**config.mk**
```make
export PLATFORM = sky130hd
export DESIGN_NAME = pst_lane_gen
export DESIGN_NICKNAME = d
export VERILOG_FILES = /design/src/rtl/pst_lane_pkg.sv /design/src/rtl/pst_lane_plan.sv /design/src/rtl/pst_byte_seq.sv /design/src/rtl/pst_lane_gen.sv
export SDC_FILE = /design/constraint.sdc
export NUM_CORES = 1
export LEC_CHECK = 0
export ABC_AREA = 0
export BUFFER_PORTS_ARGS = -buffer_cell sky130_fd_sc_hd__buf_4
export CAP_MARGIN = 20
export CORE_MARGIN = 2
export CORE_UTILIZATION = 45
export DETAILED_ROUTE_END_ITERATION = 12
export PLACE_DENSITY = 0.71
export SLEW_MARGIN = 15
export SYNTH_ARGS = -nofsm -noshare
export SYNTH_HDL_FRONTEND = slang
export SYNTH_HIERARCHICAL = 1
export SYNTH_SLANG_ARGS = --single-unit
```
**constraint.sdc**
```tcl
create_clock -name clk -period 4.7 [get_ports clk]
set_clock_uncertainty 0.1 [all_clocks]
set_input_delay 0.94 -clock clk [delete_from_list [all_inputs] [get_ports clk]]
set_output_delay 0.94 -clock clk [all_outputs]
set_load 0.01 [all_outputs]
```
**src/rtl/pst_lane_pkg.sv**
```systemverilog
package pst_lane_pkg;
  localparam int MAXB  = 8;
  localparam int OFFW  = $clog2(MAXB);
  localparam int CNTW  = OFFW + 1;
  localparam int DATAW = 8 * MAXB;

  typedef enum logic [1:0] {S_IDLE, S_SEND, S_FIN} seq_state_t;

  function automatic int access_bytes(input logic dword);
    return dword ? MAXB : MAXB / 2;
  endfunction

  // offset inside the aligned group, mirrored for little-endian
  function automatic logic [OFFW-1:0] lane_offset(input logic [OFFW-1:0] alo,
                                                  input logic dword,
                                                  input logic big);
    logic [OFFW-1:0] m;
    m = OFFW'(access_bytes(dword) - 1);
    return big ? (alo & m) : ((alo & m) ^ m);
  endfunction

  function automatic logic step_on(input logic right, input logic [OFFW-1:0] off,
                                  input int k, input logic dword);
    int n;
    n = access_bytes(dword);
    if (k >= n) return 1'b0;
    if (k == 0) return 1'b1;
    return right ? (int'(off) >= k) : (int'(off) + k <= n - 1);
  endfunction

  function automatic logic [CNTW-1:0] lane_total(input logic right,
                                                 input logic [OFFW-1:0] off,
                                                 input logic dword);
    return right ? (CNTW'(off) + CNTW'(1))
                 : (CNTW'(access_bytes(dword)) - CNTW'(off));
  endfunction

  function automatic logic [7:0] step_byte(input logic [DATAW-1:0] v, input logic right,
                                           input logic dword, input int k);
    int idx;
    idx = right ? k : access_bytes(dword) - 1 - k;
    return v[8*idx +: 8];
  endfunction
endpackage

```
**src/rtl/pst_lane_plan.sv**
```systemverilog
module pst_lane_plan
  import pst_lane_pkg::*;
#(
  parameter int AW = 16
) (
  input  logic                  clk,
  input  logic                  rst_n,
  input  logic                  op_right,
  input  logic                  op_dword,
  input  logic                  op_big,
  input  logic [AW-1:0]         op_addr,
  input  logic [DATAW-1:0]      op_value,
  output logic [MAXB-1:0]       lane_en,
  output logic [MAXB*AW-1:0]    lane_addr,
  output logic [DATAW-1:0]      lane_data,
  output logic [CNTW-1:0]       lane_cnt,
  output logic                  lane_up
);
  logic [OFFW-1:0] off;

  assign off      = lane_offset(op_addr[OFFW-1:0], op_dword, op_big);
  assign lane_up  = op_big ^ op_right;
  assign lane_cnt = lane_total(op_right, off, op_dword);

  for (genvar g = 0; g < MAXB; g++) begin : g_step
    logic on;
    assign on = step_on(op_right, off, g, op_dword);
    assign lane_en[g] = on;
    assign lane_addr[g*AW +: AW] = !on ? '0 :
                                   lane_up ? (op_addr + AW'(g)) : (op_addr - AW'(g));
    assign lane_data[8*g +: 8] = on ? step_byte(op_value, op_right, op_dword, g) : 8'h00;
  end

  // enables and count come from separate functions; they must agree
  p_cnt_matches_en_r4: assert property (@(posedge clk) disable iff (!rst_n)
    $countones(lane_en) == int'(lane_cnt));
  // enabled steps form a run starting at step 0
  p_first_step_r2: assert property (@(posedge clk) disable iff (!rst_n)
    lane_en[0] && (lane_addr[AW-1:0] == op_addr));
  p_contig_r4: assert property (@(posedge clk) disable iff (!rst_n)
    (lane_en & (lane_en + MAXB'(1))) == '0);
endmodule

```
**src/rtl/pst_byte_seq.sv**
```systemverilog
module pst_byte_seq
  import pst_lane_pkg::*;
#(
  parameter int AW = 16
) (
  input  logic               clk,
  input  logic               rst_n,
  input  logic               start,
  input  logic [MAXB*AW-1:0] plan_addr,
  input  logic [DATAW-1:0]   plan_data,
  input  logic [CNTW-1:0]    plan_cnt,
  input  logic               plan_up,
  output logic               ready,
  output logic               wr_valid,
  output logic [AW-1:0]      wr_addr,
  output logic [7:0]         wr_byte,
  output logic               done
);
  seq_state_t           state_q;
  logic [MAXB*AW-1:0]   addr_q;
  logic [DATAW-1:0]     data_q;
  logic [CNTW-1:0]      cnt_q;
  logic [CNTW-1:0]      step_q;
  logic                 up_q;
  logic                 accept;
  logic                 last_step;

  assign ready     = (state_q != S_SEND);
  assign accept    = start && ready;
  assign wr_valid  = (state_q == S_SEND);
  assign done      = (state_q == S_FIN);
  assign last_step = wr_valid && (step_q == cnt_q - CNTW'(1));
  assign wr_addr   = wr_valid ? addr_q[int'(step_q[OFFW-1:0])*AW +: AW] : '0;
  assign wr_byte   = wr_valid ? data_q[8*int'(step_q[OFFW-1:0]) +: 8] : 8'h00;

  always_ff @(posedge clk) begin
    if (!rst_n) begin
      state_q <= S_IDLE;
      addr_q  <= '0;
      data_q  <= '0;
      cnt_q   <= CNTW'(1);
      step_q  <= '0;
      up_q    <= 1'b0;
    end else if (accept) begin
      state_q <= S_SEND;
      addr_q  <= plan_addr;
      data_q  <= plan_data;
      cnt_q   <= plan_cnt;
      step_q  <= '0;
      up_q    <= plan_up;
    end else begin
      case (state_q)
        S_SEND: begin
          if (last_step) state_q <= S_FIN;
          else           step_q  <= step_q + CNTW'(1);
        end
        S_FIN:   state_q <= S_IDLE;
        default: state_q <= S_IDLE;
      endcase
    end
  end

  p_addr_walk_r3: assert property (@(posedge clk) disable iff (!rst_n)
    wr_valid && !last_step |=>
      wr_addr == (up_q ? $past(wr_addr) + AW'(1) : $past(wr_addr) - AW'(1)));
  p_no_gap_r7: assert property (@(posedge clk) disable iff (!rst_n)
    wr_valid && !last_step |=> wr_valid);
  p_done_after_last_r8: assert property (@(posedge clk) disable iff (!rst_n)
    last_step |=> done && !wr_valid);
  p_done_single_r8: assert property (@(posedge clk) disable iff (!rst_n)
    done |=> !done);
  p_start_taken_r10: assert property (@(posedge clk) disable iff (!rst_n)
    start && ready |=> wr_valid);
  p_busy_ignore_r9: assert property (@(posedge clk) disable iff (!rst_n)
    start && wr_valid && !last_step |=> $stable(cnt_q) && $stable(up_q) && wr_valid);
endmodule

```
**src/rtl/pst_lane_gen.sv**
```systemverilog
module pst_lane_gen
  import pst_lane_pkg::*;
#(
  parameter int AW = 16
) (
  input  logic               clk,
  input  logic               rst_n,
  input  logic               op_start,
  input  logic               op_right,
  input  logic               op_dword,
  input  logic               op_big,
  input  logic [AW-1:0]      op_addr,
  input  logic [DATAW-1:0]   op_value,
  output logic [MAXB-1:0]    lane_en,
  output logic [CNTW-1:0]    lane_cnt,
  output logic [MAXB*AW-1:0] lane_addr,
  output logic [DATAW-1:0]   lane_data,
  output logic               seq_ready,
  output logic               wr_valid,
  output logic [AW-1:0]      wr_addr,
  output logic [7:0]         wr_byte,
  output logic               seq_done
);
  logic lane_up;

  pst_lane_plan #(.AW(AW)) u_plan (
    .clk       (clk),
    .rst_n     (rst_n),
    .op_right  (op_right),
    .op_dword  (op_dword),
    .op_big    (op_big),
    .op_addr   (op_addr),
    .op_value  (op_value),
    .lane_en   (lane_en),
    .lane_addr (lane_addr),
    .lane_data (lane_data),
    .lane_cnt  (lane_cnt),
    .lane_up   (lane_up)
  );

  pst_byte_seq #(.AW(AW)) u_seq (
    .clk       (clk),
    .rst_n     (rst_n),
    .start     (op_start),
    .plan_addr (lane_addr),
    .plan_data (lane_data),
    .plan_cnt  (lane_cnt),
    .plan_up   (lane_up),
    .ready     (seq_ready),
    .wr_valid  (wr_valid),
    .wr_addr   (wr_addr),
    .wr_byte   (wr_byte),
    .done      (seq_done)
  );

  // sequencer emits nothing while idle or reporting completion
  p_ready_quiet_r8: assert property (@(posedge clk) disable iff (!rst_n)
    seq_ready |-> !wr_valid);
endmodule

```
**Word level (Yosys, flattened, before mapping)**

Cells that the tools add are included.

- Register bits: 202
- Input bits: 86
- Output and inout bits: 231
- Word-level logic and storage cells: 161

- $add $sub $neg: 33
- Magnitude comparators: 23
- Eq/ne operators: 5
- Shift-type cells: 10
- Muxes and demuxes: 73
- Bitwise operators: 6
- Reductions and logical operators: 5

Operators with widths:

| kind | count |
|---|---|
| 64-bit by 32-bit indexed part select with 8-bit output | 8 |
| 16-bit 2-to-1 mux | 16 |
| 29-bit 2-to-1 mux | 8 |
| 4-bit by 32-bit greater-or-equal comparator with 1-bit output, first input constant | 4 |
| 128-bit by 8-bit indexed part select with 16-bit output | 1 |
| 8-bit 2-to-1 mux | 9 |
| 16-bit by 3-bit adder with 16-bit output, second input constant | 4 |
| 3-bit by 32-bit greater-or-equal comparator with 1-bit output, first input constant | 2 |
| 64-bit by 7-bit indexed part select with 8-bit output | 1 |
| 16-bit by 3-bit subtractor with 16-bit output, second input constant | 4 |
| 1-bit 2-to-1 mux | 37 |
| 5-bit less-or-equal comparator | 7 |
| 16-bit by 2-bit adder with 16-bit output, second input constant | 2 |
| 1-bit by 32-bit greater-or-equal comparator with 1-bit output, first input constant | 1 |
| 2-bit by 32-bit greater-or-equal comparator with 1-bit output, first input constant | 1 |
| 16-bit by 2-bit subtractor with 16-bit output, second input constant | 2 |
| 5-bit by 4-bit subtractor with 6-bit output, second input constant | 4 |
| 16-bit by 1-bit adder with 16-bit output, second input constant | 1 |
| 3-bit by 3-bit adder with 4-bit output, second input constant | 4 |
| 16-bit by 1-bit subtractor with 16-bit output, second input constant | 1 |
| 3-bit greater-or-equal comparator, second input constant | 4 |
| 5-bit by 3-bit subtractor with 6-bit output, second input constant | 2 |
| 3-bit by 1-bit adder with 4-bit output, second input constant | 2 |
| 3-bit by 2-bit adder with 4-bit output, second input constant | 2 |
| other kinds (23) | 28 |

**Logic depth before layout (Yosys ltp)**

Gate-level depths: netlist of run 1.

- Depth in word-level cells: 10
- Gate-level depth with buffers: 15
- Depth with buffers taken out: 13

**Cells and area by module**

The synthesis of run 1 kept the hierarchy.

Modules (own cells, without submodules):

| module | instances | cells an instance | area each (sq um) | seq. area each (sq um) |
|---|---|---|---|---|
| pst_byte_seq | 1 | 1,029 | 8,506.9 | 4,043.9 |
| pst_lane_plan | 1 | 840 | 5,292.6 | 0.0 |

**Worst setup path after synthesis of run 1**

Ideal clock, no wire load.

- Kind: input to output
- Start point: input port op_big
- End point: output port lane_addr[89]
- Data arrival time: 3.848 ns
- Data required time: 3.660 ns
- Path slack: -0.188 ns
- Stages: 10
- Buffers on the path: 3
- Cell sequence: buf_6 xor2_1 inv_1 ha_1 buf_2 a21oi_1 o21ai_1 clkbuf_1 or3_1 a21oi_1

- Elaborated cells on any way between the ends: 9
- Classes of those cells: add/sub (1); order compare (2); mux (5); bitwise (1)

RTL lines:

| what | line | RTL |
|---|---|---|
| from (decl) | pst_lane_gen.sv:11 | `input logic op_big,` |
| 1-bit bitwise XOR | pst_lane_plan.sv:22 | `assign lane_up = op_big ^ op_right;` |
| via lane_up | pst_lane_gen.sv:24 | `logic lane_up;` |
| 16-bit 2-to-1 mux | pst_lane_plan.sv:30 | `lane_up ? (op_addr + AW'(g)) : (op_addr - AW'(g));` |
| 16-bit 2-to-1 mux | pst_lane_plan.sv:29 | `assign lane_addr[g*AW +: AW] = !on ? '0 :` |
| to (decl) | pst_lane_gen.sv:16 | `output logic [MAXB*AW-1:0] lane_addr,` |

The timed path passes the listed nets, and every way through them passes these cells.

**Worst setup path in the final report of run 1**

- Start point: input port op_big
- End point: output port lane_addr[94]

- Cells in the longest elaborated chain, start to end: 6
- Elaborated cells on any way between the ends: 9
- Classes of those cells: add/sub (1); order compare (2); mux (5); bitwise (1)

Ends and longest elaborated chain:

| what | line | RTL |
|---|---|---|
| 3-bit 2-to-1 mux | pst_lane_pkg.sv:19 | `return big ? (alo & m) : ((alo & m) ^ m);` |
| 3-bit by 3-bit adder with 4-bit output | pst_lane_pkg.sv:28 | `return right ? (int'(off) >= k) : (int'(off) + k <= n - 1);` |
| 5-bit less-or-equal comparator | pst_lane_pkg.sv:28 |  |
| 1-bit 2-to-1 mux | pst_lane_pkg.sv:28 |  |
| 1-bit 2-to-1 mux | pst_lane_pkg.sv:27 | `if (k == 0) return 1'b1;` |
| 16-bit 2-to-1 mux (*) | pst_lane_plan.sv:29 |  |

Mark *: on every way between the ends. The rest lies on a longest branch, timed or not.

==> reports/metrics.cfg, run 1 <==
[outcome]
status = complete, no violations

[grt]
grt_max_degree = 119
overflow = 0
grt_pass1_vias = 14262
track_usage_pct = 34.3
antenna_found_initial = 0
grt_pass1_wl_um = 82800

[min_path]
holdPathStages = 2
hold_path_startpoint = u_seq/data_q[22]
hold_path.class = reg -> reg
hold_end = u_seq/data_q[22]

[yosys]
synth.distinct_cells = 75
avgSynthCellArea_um2 = 7.38
synthCells = 1869
netlist_area_um2 = 13800
ys_warn_count = 6
synth_seq_area_share_pct = 29.3
synth_fp_nets = 1998
ys.flop_type = dfxtp_1
synth-edff-count = 0
synthArstFlopShare_pct = 0
ys_seq_elements = 202

[drt]
vias_per_cell = 5.82
drt_first_iter_violations = 1590
routedWlPerCell_um = 22.1
first_pass_iters = 6
drc_errors = 0
ant_nets = 0
wirelength_um = 57100
vias = 15025

[critical_path]
start_kind = primary input
cpMaxStageDelayCell = a311o_2
rr_worst_depth = 5
rrSetupSlack_ns = 1.82
cp.arrival_ns = 3.56
required_ns = 3.66
r2r-start = u_seq/state_q[1]
crit_path_end_kind = output port
cp_cell_sequence = buf_6 > xnor2_2 > buf_4 > ha_2 > ha_1 > ha_1 > and2_1 > a311o_1 > a21oi_1 > a311o_2 > buf_12 > nor3b_2 > buf_4
path_class = in -> out
max_stage_delay_ns = 0.44
r2r-end = u_seq/data_q[54]
path_max_fanout = 16

[clock_network]
cts_buffers = 23
clk_path_buf_depth = 3
ctsHtreeMaxLevel = 1
clk_pin_slew_ns = 0.06
clock_tree.root_cell = clkbuf_16
holdBufCountCts = 0
clock_sinks = 202
cts_tree = done
clk_latency_ns = 0.52

[sta]
relSlewSlack_pct = 27.8
rsz0062_at_grt = yes
fin_ws_ns = 0.0973
report.final.slew_viol_count = 0
fin_crit_sh_pct = 97.9
setup_viol = 0
min_period_ns = 4.60
worst_pin_slew_ns = 1.08
timing.fmax_mhz = 217
hold_viol = 0

[placement]
pre_cts_ws_ns = -0.112
dp_hpwl_um = 42600
gp_congestion = 1.01
portBuffers = 315

[pwr]
swShare_pct = 36.9
power_w = 0.00607
vdd_drop_max_v = 0.000291
p_comb_share_pct = 40.6
p_switching_w = 0.00224
intPower_w = 0.00383
pwr_density_cell_nw_per_um2 = 339
leakagePower_nw = 7.28
p_seq_share_pct = 30.9
power.share.clock_pct = 28.5

[cells_and_area]
area_growth_pct = 29.5
layout-drive-gt1-share_pct = 27.5
regArea_um2 = 4050
final_core_util_pct = 58.8
final_cell_mix = 484 x nand2_1, 439 x buf_4, 288 x a21oi_1
multi_input_area_um2 = 8970
num_antenna_cells = 0
final_common_cell = nand2_1
nets = 2298
fillers = 2885

[die]
die_h_um = 179
fp.coreArea_um2 = 30400
initial_core_util_pct = 45.3
die_w_um = 179
die_area_um2 = 32100
row_count = 64
ios = 317

[run]
max_cap_viol_count = 0

## power by group through the flow
stage / combinational (W) / sequential [W] / clock [W]
detailed placement: 0.00237 / 0.00191 / 0
global route: 0.00263 / 0.00188 / 0.00183
finish: 0.00246 / 0.00187 / 0.00173
CTS: 0.00239 / 0.00187 / 0.00176
floorplan: 0.00135 / 0.00188 / 0
global placement: 0.00236 / 0.00190 / 0
## sequential cells by signal (all words and copies together) (netlist names)
| name | cells |
|---|---|
| u_seq/data_q | 64 |
| u_seq/cnt_q | 4 |
| u_seq/addr_q | 128 |
| u_seq/state_q | 2 |
| u_seq/step_q | 4 |
## repair_timing
item / in CTS / in global routing
pin swaps: 0 / 5
gates cloned: 0 / 0
setup buffers: 0 / 2
gates resized for setup: 10 / 36
endpoints found under the setup margin: 18 / 76
## area by class of cell
cell class | count | share of cell area (%)
Inverter | 35 | 0.763
Tap cell | 396 | 2.77
Clock inverter | 6 | 0.238
Clock buffer | 34 | 3.79
Multi-Input combinational cell | 1457 | 50.2
Timing Repair Buffer | 450 | 19.6
Sequential cell | 202 | 22.7
## routing by layer
layer / wire length [µm] / GRT usage [%] / part of all wire (%) / vias up
li1: - / - / - / 6971
met1: 20500 / 37.3 / 36 / 7100
met2: 27500 / 60.1 / 48 / 754
met3: 4480 / 6.09 / 7.8 / 200
met4: 4640 / 24.4 / 8.1 / 0
met5: 0 / 0 / 0 / -
## worst max-delay path by stage
stage	start	endpoint	cells past startpoint
3_5_place_dp	op_big	lane_addr[29]	13
2_1_floorplan	op_addr[1]	lane_addr[124]	11
3_3_place_gp	op_big	lane_addr[29]	13
4_1_cts	op_big	lane_addr[93]	13
5_1_grt	op_big	lane_addr[31]	11
6_report	op_big	lane_addr[94]	13
## through the flow
step	std cells	area, µm²	setup TNS (ns)	hold WS (ns)
final	2580	17900	0	0.351
after global placement	2538	17000	-0.117	0.338
after CTS	2578	17700	-0.118	0.352
after detailed placement	2538	17000	-0.536	0.343
after global routing	2580	17900	-0.00511	0.365
after floorplan	1869	13800	0	0.333
## Yosys cell counts (all sizes together) (7+ instances only)
library cell,number,area share (%)
o21ai,39,1.4
nor2b,7,0.32
nor3,38,1.4
nand4,10,0.45
xnor2,45,3.0
nand3,21,0.76
a21oi,295,11
a21o,18,0.98
nand2,486,13
a22oi,34,1.8
clkbuf,89,2.4
nor2,174,4.7
buf,86,3.8
a211oi,10,0.54
ha,37,3.4
mux4,48,7.8
inv,34,0.92
and4,7,0.44
nand2b,8,0.36
and2,8,0.36
o21a,22,1.2
dfxtp,202,29
mux2i,37,2.7
xor2,34,2.2
a221oi,9,0.70
## kinds of logic after synthesis
| family | after synthesis | share of synthesized area, % |
|---|---|---|
| XOR/XNOR | 79 | 5.20 |
| other | 1 | 0.0272 |
| AO/OA/AOI/OAI | 467 | 20.1 |
| flip-flops | 202 | 29.3 |
| adder cells (fa/ha/maj) | 43 | 4.23 |
| buffers and inverters | 210 | 7.20 |
| multiplexers | 86 | 10.6 |
| AND/OR/NAND/NOR | 781 | 23.4 |
## critical path: cells and delay by family
family          cells  cell delay (ns)
fa+ha+maj           3             0.78
buf+inv             4             0.65
compound gates      3             0.62
simple gates        2             0.39
xor+xnor            1             0.15
Note: power is estimated with default switching activity, not from simulation.
==> run 2, diff against run 1 <==
--- a/config.mk
+++ b/config.mk
@@ -7,7 +7,7 @@
 export LEC_CHECK = 0
 export ABC_AREA = 0
 export BUFFER_PORTS_ARGS = -buffer_cell sky130_fd_sc_hd__buf_4
-export CAP_MARGIN = 20
+export CAP_MARGIN = 10
 export CORE_MARGIN = 2
 export CORE_UTILIZATION = 45
 export DETAILED_ROUTE_END_ITERATION = 12
==> constraint.sdc (replaced) <==
create_clock -name clk -period 4.7 [get_ports clk]
set_clock_uncertainty 0.1 [all_clocks]
set_input_delay 0.94 -clock clk [delete_from_list [all_inputs] [get_ports clk]]
set_output_delay 0.94 -clock clk [all_outputs]
set_load 0.005 [all_outputs]
==> run 2 against run 1 <==
Effect of this change: die area unchanged; clock power up 7%; power rose by 1.5%; global-route usage up 0.24 points; hold slack about the same; sequential power is essentially flat; maximum frequency is 1.9% lower; sequential cell count did not move; combinational power hardly changed; via count grew 0.73%; cell area grew 1.1%; critical path type unchanged; first-iteration DRC count is 6.4% lower; largest power group unchanged.
==> reports/metrics.cfg, run 2 (synthesis gave the netlist of run 1 again) <==
[clock_network]
clk_path_buf_depth = 3
ctsHtreeMaxLevel = 1
clock_sinks = 202
clock_tree.root_cell = clkbuf_16
cts_tree = done
holdBufCountCts = 0
clk_pin_slew_ns = 0.06
clk_latency_ns = 0.53
cts_buffers = 24

[cells_and_area]
multi_input_area_um2 = 9070
top_register = u_seq/addr_q
layout-drive-gt1-share_pct = 28.0
num_antenna_cells = 0
top_regs = u_seq/addr_q (128), u_seq/data_q (64)
regArea_um2 = 4050
stdcell_count = 2585
final_common_cell = nand2_1
final_cell_mix = 484 x nand2_1, 438 x buf_4, 290 x a21oi_1
fillers = 2790
area_growth_pct = 31.0
largest_reg_flops = 128
nets = 2301
final_core_util_pct = 59.4

[critical_path]
cp_cell_sequence = buf_4 > buf_4 > xnor2_2 > buf_4 > ha_2 > buf_4 > xnor2_2 > ha_1 > nand2_1 > a221o_1 > a31oi_4 > nor2_4 > buf_6 > nor2_2 > buf_4
path_buf_inv = 6
cp.arrival_ns = 3.65
cpMaxStageDelayCell = a221o_1
max_stage_delay_ns = 0.33
path_max_fanout = 8
critical-path-top-delay-family = buffers and inverters
crit_path_end_kind = output port
start_kind = primary input
required_ns = 3.66
worst_path_most_repeated_cell = buf_4
path_class = in -> out

[sta]
rsz0062_at_grt = yes
setup_viol = 0
worst_pin_slew_ns = 1.21
min_period_ns = 4.69
setup_tns_ns = 0
relSlewSlack_pct = 18.4
hold_viol = 0
timing.fmax_mhz = 213
report.final.slew_viol_count = 0
fin_crit_sh_pct = 99.8
holdWs_ns = 0.351

[pwr]
intPower_w = 0.00395
leakagePower_nw = 7.37
p_switching_w = 0.00221
p_seq_share_pct = 30.4
power.share.clock_pct = 30.1
p_comb_share_pct = 39.5
swShare_pct = 35.9
vdd_drop_max_v = 0.000276
pwr_density_cell_nw_per_um2 = 340

[placement]
gp_congestion = 1.02
dp_cells = 2539
dp_hpwl_um = 42900
portBuffers = 315

[drt]
ant_nets = 0
drc_errors = 0
wirelength_um = 58000
routedWlPerCell_um = 22.4
vias = 15134
first_pass_iters = 6
drt_first_iter_violations = 1488
vias_per_cell = 5.85

[min_path]
hold_path.class = reg -> reg

[grt]
antenna_found_initial = 0
grt_max_degree = 119
grt_pass1_wl_um = 83400
track_usage_pct = 34.5
grt_pass1_vias = 14351
overflow = 0

[run]
max_cap_viol_count = 0

[die]
row_count = 64
die_area_um2 = 32100
ios = 317
die_h_um = 179
die_w_um = 179
fp.coreArea_um2 = 30400
initial_core_util_pct = 45.3

[outcome]
status = complete, no violations

run 2: changes by cell type in the layout (fill, tap and decap cells not counted), moves of 4 or more:
cell	delta
a21oi_2	-4
nor2_1	-9
nor2_4	+7
nor3_1	-4
run 2: final timing paths:
check	startpoint	to	slack, ns	depth (start not counted)
worst max-delay path	op_big	lane_addr[21]	0.01	15
worst min-delay path	u_seq/addr_q[104]	u_seq/addr_q[104]	0.35	2
worst max register to register	u_seq/step_q[1]	u_seq/step_q[3]	2.17	5
worst min register to register	u_seq/addr_q[104]	u_seq/addr_q[104]	0.35	2
run 2: power by group through the flow:
| stage | Sequential, W | Combinational, W | Clock [W] |
|---|---|---|---|
| finish | 0.00187 | 0.00243 | 0.00185 |
| floorplan | 0.00188 | 0.00126 | 0 |
| global placement | 0.00190 | 0.00227 | 0 |
| global route | 0.00188 | 0.00259 | 0.00196 |
| detailed placement | 0.00191 | 0.00228 | 0 |
| CTS | 0.00187 | 0.00232 | 0.00188 |
run 2: worst register-to-register path: cells and delay by family, from the launching register on:
family          cells  cell delay, ns
mux                 1            0.33
compound gates      1            0.16
flops               1            0.92
xor+xnor            1            0.30
simple gates        2            0.60
run 2: final cells by class:
cell class / count / share of cell area, %
Clock buffer: 33 / 3.67
Multi-Input combinational cell: 1457 / 50.1
Tap cell: 396 / 2.74
Inverter: 35 / 0.754
Timing Repair Buffer: 452 / 19.6
Sequential cell: 202 / 22.4
Clock inverter: 10 / 0.657
run 2: routing by layer:
layer	part of all wire [%]	wire (µm)	track usage, %
met3	7.7	4460	5.70
met5	0	0	0
met1	36	21000	38.3
met2	48	27900	59.9
met4	8.1	4670	24.4
run 2: metrics by stage:
stage / setup slack (ns) / power [W] / area, µm²
after floorplan: 0.0536 / 0.00315 / 13800
after global placement: -0.282 / 0.00418 / 17000
after detailed placement: -0.267 / 0.00419 / 17000
after CTS: -0.0161 / 0.00607 / 17800
after global routing: -0.0488 / 0.00643 / 18100
final: 0.0103 / 0.00615 / 18100
run 2: repair_timing:
item                                   4_1_cts  5_1_grt
setup buffers                                0        2
gates cloned                                 0        1
setup endpoints to repair                   20       85
endpoints found under the hold margin        0        0
pin swaps                                    0        4
resized for setup                           18       51
==> run 3, diff against run 2 <==
--- a/config.mk
+++ b/config.mk
@@ -5,7 +5,7 @@
 export SDC_FILE = /design/constraint.sdc
 export NUM_CORES = 1
 export LEC_CHECK = 0
-export ABC_AREA = 0
+export ABC_AREA = 1
 export BUFFER_PORTS_ARGS = -buffer_cell sky130_fd_sc_hd__buf_4
 export CAP_MARGIN = 10
 export CORE_MARGIN = 2
==> run 3 against run 2 <==
Effect of this change: sequential power rose by 5%; global-route usage rose by 1.9 points; via count rose by 11%; sequential share of layout area rose by 0.68 points; clock power rose by 4%; setup slack improved by 0.13 ns; first-iteration DRC count rose by 23%; cell area fell by 3.0%; critical endpoint is now lane_data[41]; largest cell class unchanged; highest routed layer unchanged.
==> reports/metrics.cfg, run 3 <==
[yosys]
synth.distinct_cells = 45
synth_seq_area_share_pct = 28.6
synth.area.top_cells = dfxtp_1 29%, nor2_1 20%, o21ai_0 12%
netlist_area_um2 = 14100
avgSynthCellArea_um2 = 6.05
ys.flop_type = dfxtp_1
synth-edff-count = 0
synth_top_cell_area_share_pct = 28.6
synthCells = 2333
yosysMostFrequentCell = nor2_1
synth_fp_nets = 2462
synth.largest_area_cell = dfxtp_1
synthArstFlopShare_pct = 0
netlist_top_cells_count = 752 x nor2_1, 395 x nand2_1, 328 x o21ai_0
ys_seq_elements = 202
ys_warn_count = 6

[grt]
track_usage_pct = 36.4
grt_pass1_wl_um = 93000
grt_max_degree = 199
antenna_found_initial = 0
overflow = 0
grt_pass1_vias = 15357

[placement]
gp_congestion = 1.02
dp_hpwl_um = 46200
dpl_cell_area_um2 = 16700
pre_cts_ws_ns = 0.0109
dp_cells = 2949
portBuffers = 315

[pwr]
pwr_density_cell_nw_per_um2 = 347
leakagePower_nw = 8.52
vdd_drop_max_v = 0.000340
power_w = 0.00608

[clock_network]
clock_tree.root_cell = clkbuf_16
clk_latency_ns = 0.53
clock_sinks = 202
post-cts-setup-buffers = 0
clk_path_buf_depth = 3
holdBufCountCts = 0
cts_tree = done
clk_pin_slew_ns = 0.06
cts_buffers = 25
ctsHtreeMaxLevel = 1

[critical_path]
path_class = in -> out
max_stage_delay_ns = 0.45
cpMaxStageDelayCell = a22oi_1
cp.arrival_ns = 3.52
required_ns = 3.66
rrSetupSlack_ns = 2.23
start_kind = primary input
critical-path-top-delay-family = adder cells
cp_cell_sequence = buf_4 > inv_2 > nand2_1 > nand2_4 > inv_4 > ha_1 > ha_1 > ha_1 > nand3_1 > nand2_1 > nand2_1 > nand2_2 > buf_4 > a22oi_1 > buf_4
crit_path_end_kind = output port
r2r-end = u_seq/step_q[0]
rr_worst_depth = 9
path_max_fanout = 14
path_buf_inv = 5
r2r-start = u_seq/step_q[1]

[cells_and_area]
fin_area_um2 = 17500
num_antenna_cells = 0
top_register = u_seq/addr_q
final_common_cell = nor2_1
stdcell_count = 2995
largest_reg_flops = 128
final_cell_mix = 752 x nor2_1, 395 x nand2_1, 385 x buf_4
area_growth_pct = 24.1
top_regs = u_seq/addr_q (128), u_seq/data_q (64)
nets = 2709
layout-drive-gt1-share_pct = 19.4

[drt]
ant_nets = 0
vias_per_cell = 5.63
wirelength_um = 61600
vias = 16874
drc_errors = 0
drt_first_iter_violations = 1832
routedWlPerCell_um = 20.6
first_pass_iters = 6

[sta]
timing.fmax_mhz = 219
setup_tns_ns = 0
setup_viol = 0
hold_viol = 0
min_period_ns = 4.56
rsz0062_at_grt = yes
fin_ws_ns = 0.139
report.final.slew_viol_count = 0
worst_pin_slew_ns = 1.02
relSlewSlack_pct = 31.6
fin_crit_sh_pct = 97.1

[outcome]
status = complete, no violations

[die]
die_h_um = 181
ios = 317
die_w_um = 181
initial_core_util_pct = 45.9
die_area_um2 = 32800
row_count = 64
fp.coreArea_um2 = 30700

[run]
max_cap_viol_count = 0

[min_path]
hold_path_startpoint = u_seq/addr_q[105]
hold_path.class = reg -> reg
hold_end = u_seq/addr_q[105]
holdPathStages = 2

-- run 3: cell count changes after synthesis, sizes merged, moves of 22 or more --
cell and change:
nor2 +592, o21ai +311, a21oi -240, inv +84
nand2 -72, mux4 -48, nand3 +44, xnor2 -41
mux2i -37, nor3 -27, clkbuf -24, o32ai +24
o21a -22
-- run 3: repair_timing --
item                       in CTS  in global routing
gates resized for setup         0                  4
setup endpoints to repair       0                  8
hold endpoints to repair        0                  0
-- run 3: metal layers --
layer	GRT usage [%]	routed length [µm]
met4	14.7	2670
met2	58.3	27700
met1	49.6	25600
met3	4.78	5620
met5	0	0
-- run 3: metrics by stage --
| stage | util [%] | hold slack, ns |
|---|---|---|
| after floorplan | - | 0.349 |
| after global placement | 54.3 | 0.356 |
| after detailed placement | 54.3 | 0.365 |
| after CTS | 57.0 | 0.378 |
| after global routing | 57.0 | 0.395 |
| final | 57.0 | 0.374 |
-- run 3: where the power goes --
part           internal (W)  leakage [nW]  total [W]  switching [W]
combinational      0.000800          6.45    0.00220        0.00140
sequential          0.00188          1.67    0.00197      0.0000876
clock               0.00111         0.397    0.00192       0.000806
-- run 3: cell families (layout without fill, tap and decap cells) --
family                     after synthesis  in the layout  synth area share, %
xor gates and xnor gates                48             48                 3.03
DFF                                    202            202                 28.6
adders and majority gates               43             43                 4.13
AOI/OAI and AO/OA                      483            483                 19.0
buffers and inverters                  292            558                 9.78
and+or+nand+nor                       1264           1264                 35.4
other                                    1              1               0.0266
-- run 3: worst max-delay path by stage --
stage | startpoint | slack, ns | end | cells after the start
2_1_floorplan | op_addr[1] | 0.52 | lane_addr[87] | 15
3_3_place_gp | op_addr[2] | 0.02 | lane_data[18] | 11
3_5_place_dp | op_addr[2] | 0.01 | lane_data[18] | 11
4_1_cts | op_addr[2] | 0.007 | lane_data[18] | 11
5_1_grt | op_big | -0.004 | lane_addr[58] | 15
6_report | op_addr[0] | 0.14 | lane_data[41] | 15
-- run 3: layout make-up --
type	instances	area, µm²
Multi-Input combinational cell	1839	8710
Fill cell	3169	13200
Tap cell	396	495
Timing Repair Buffer	390	2990
Clock inverter	13	121
Sequential cell	202	4050
Clock buffer	33	696
Inverter	122	473
-- run 3: tightest hold or removal path, stage by stage (launching register included) --
cell and delay, ns:
dfxtp_1 0.32, nor2_1 0.04, nor2_1 0.08
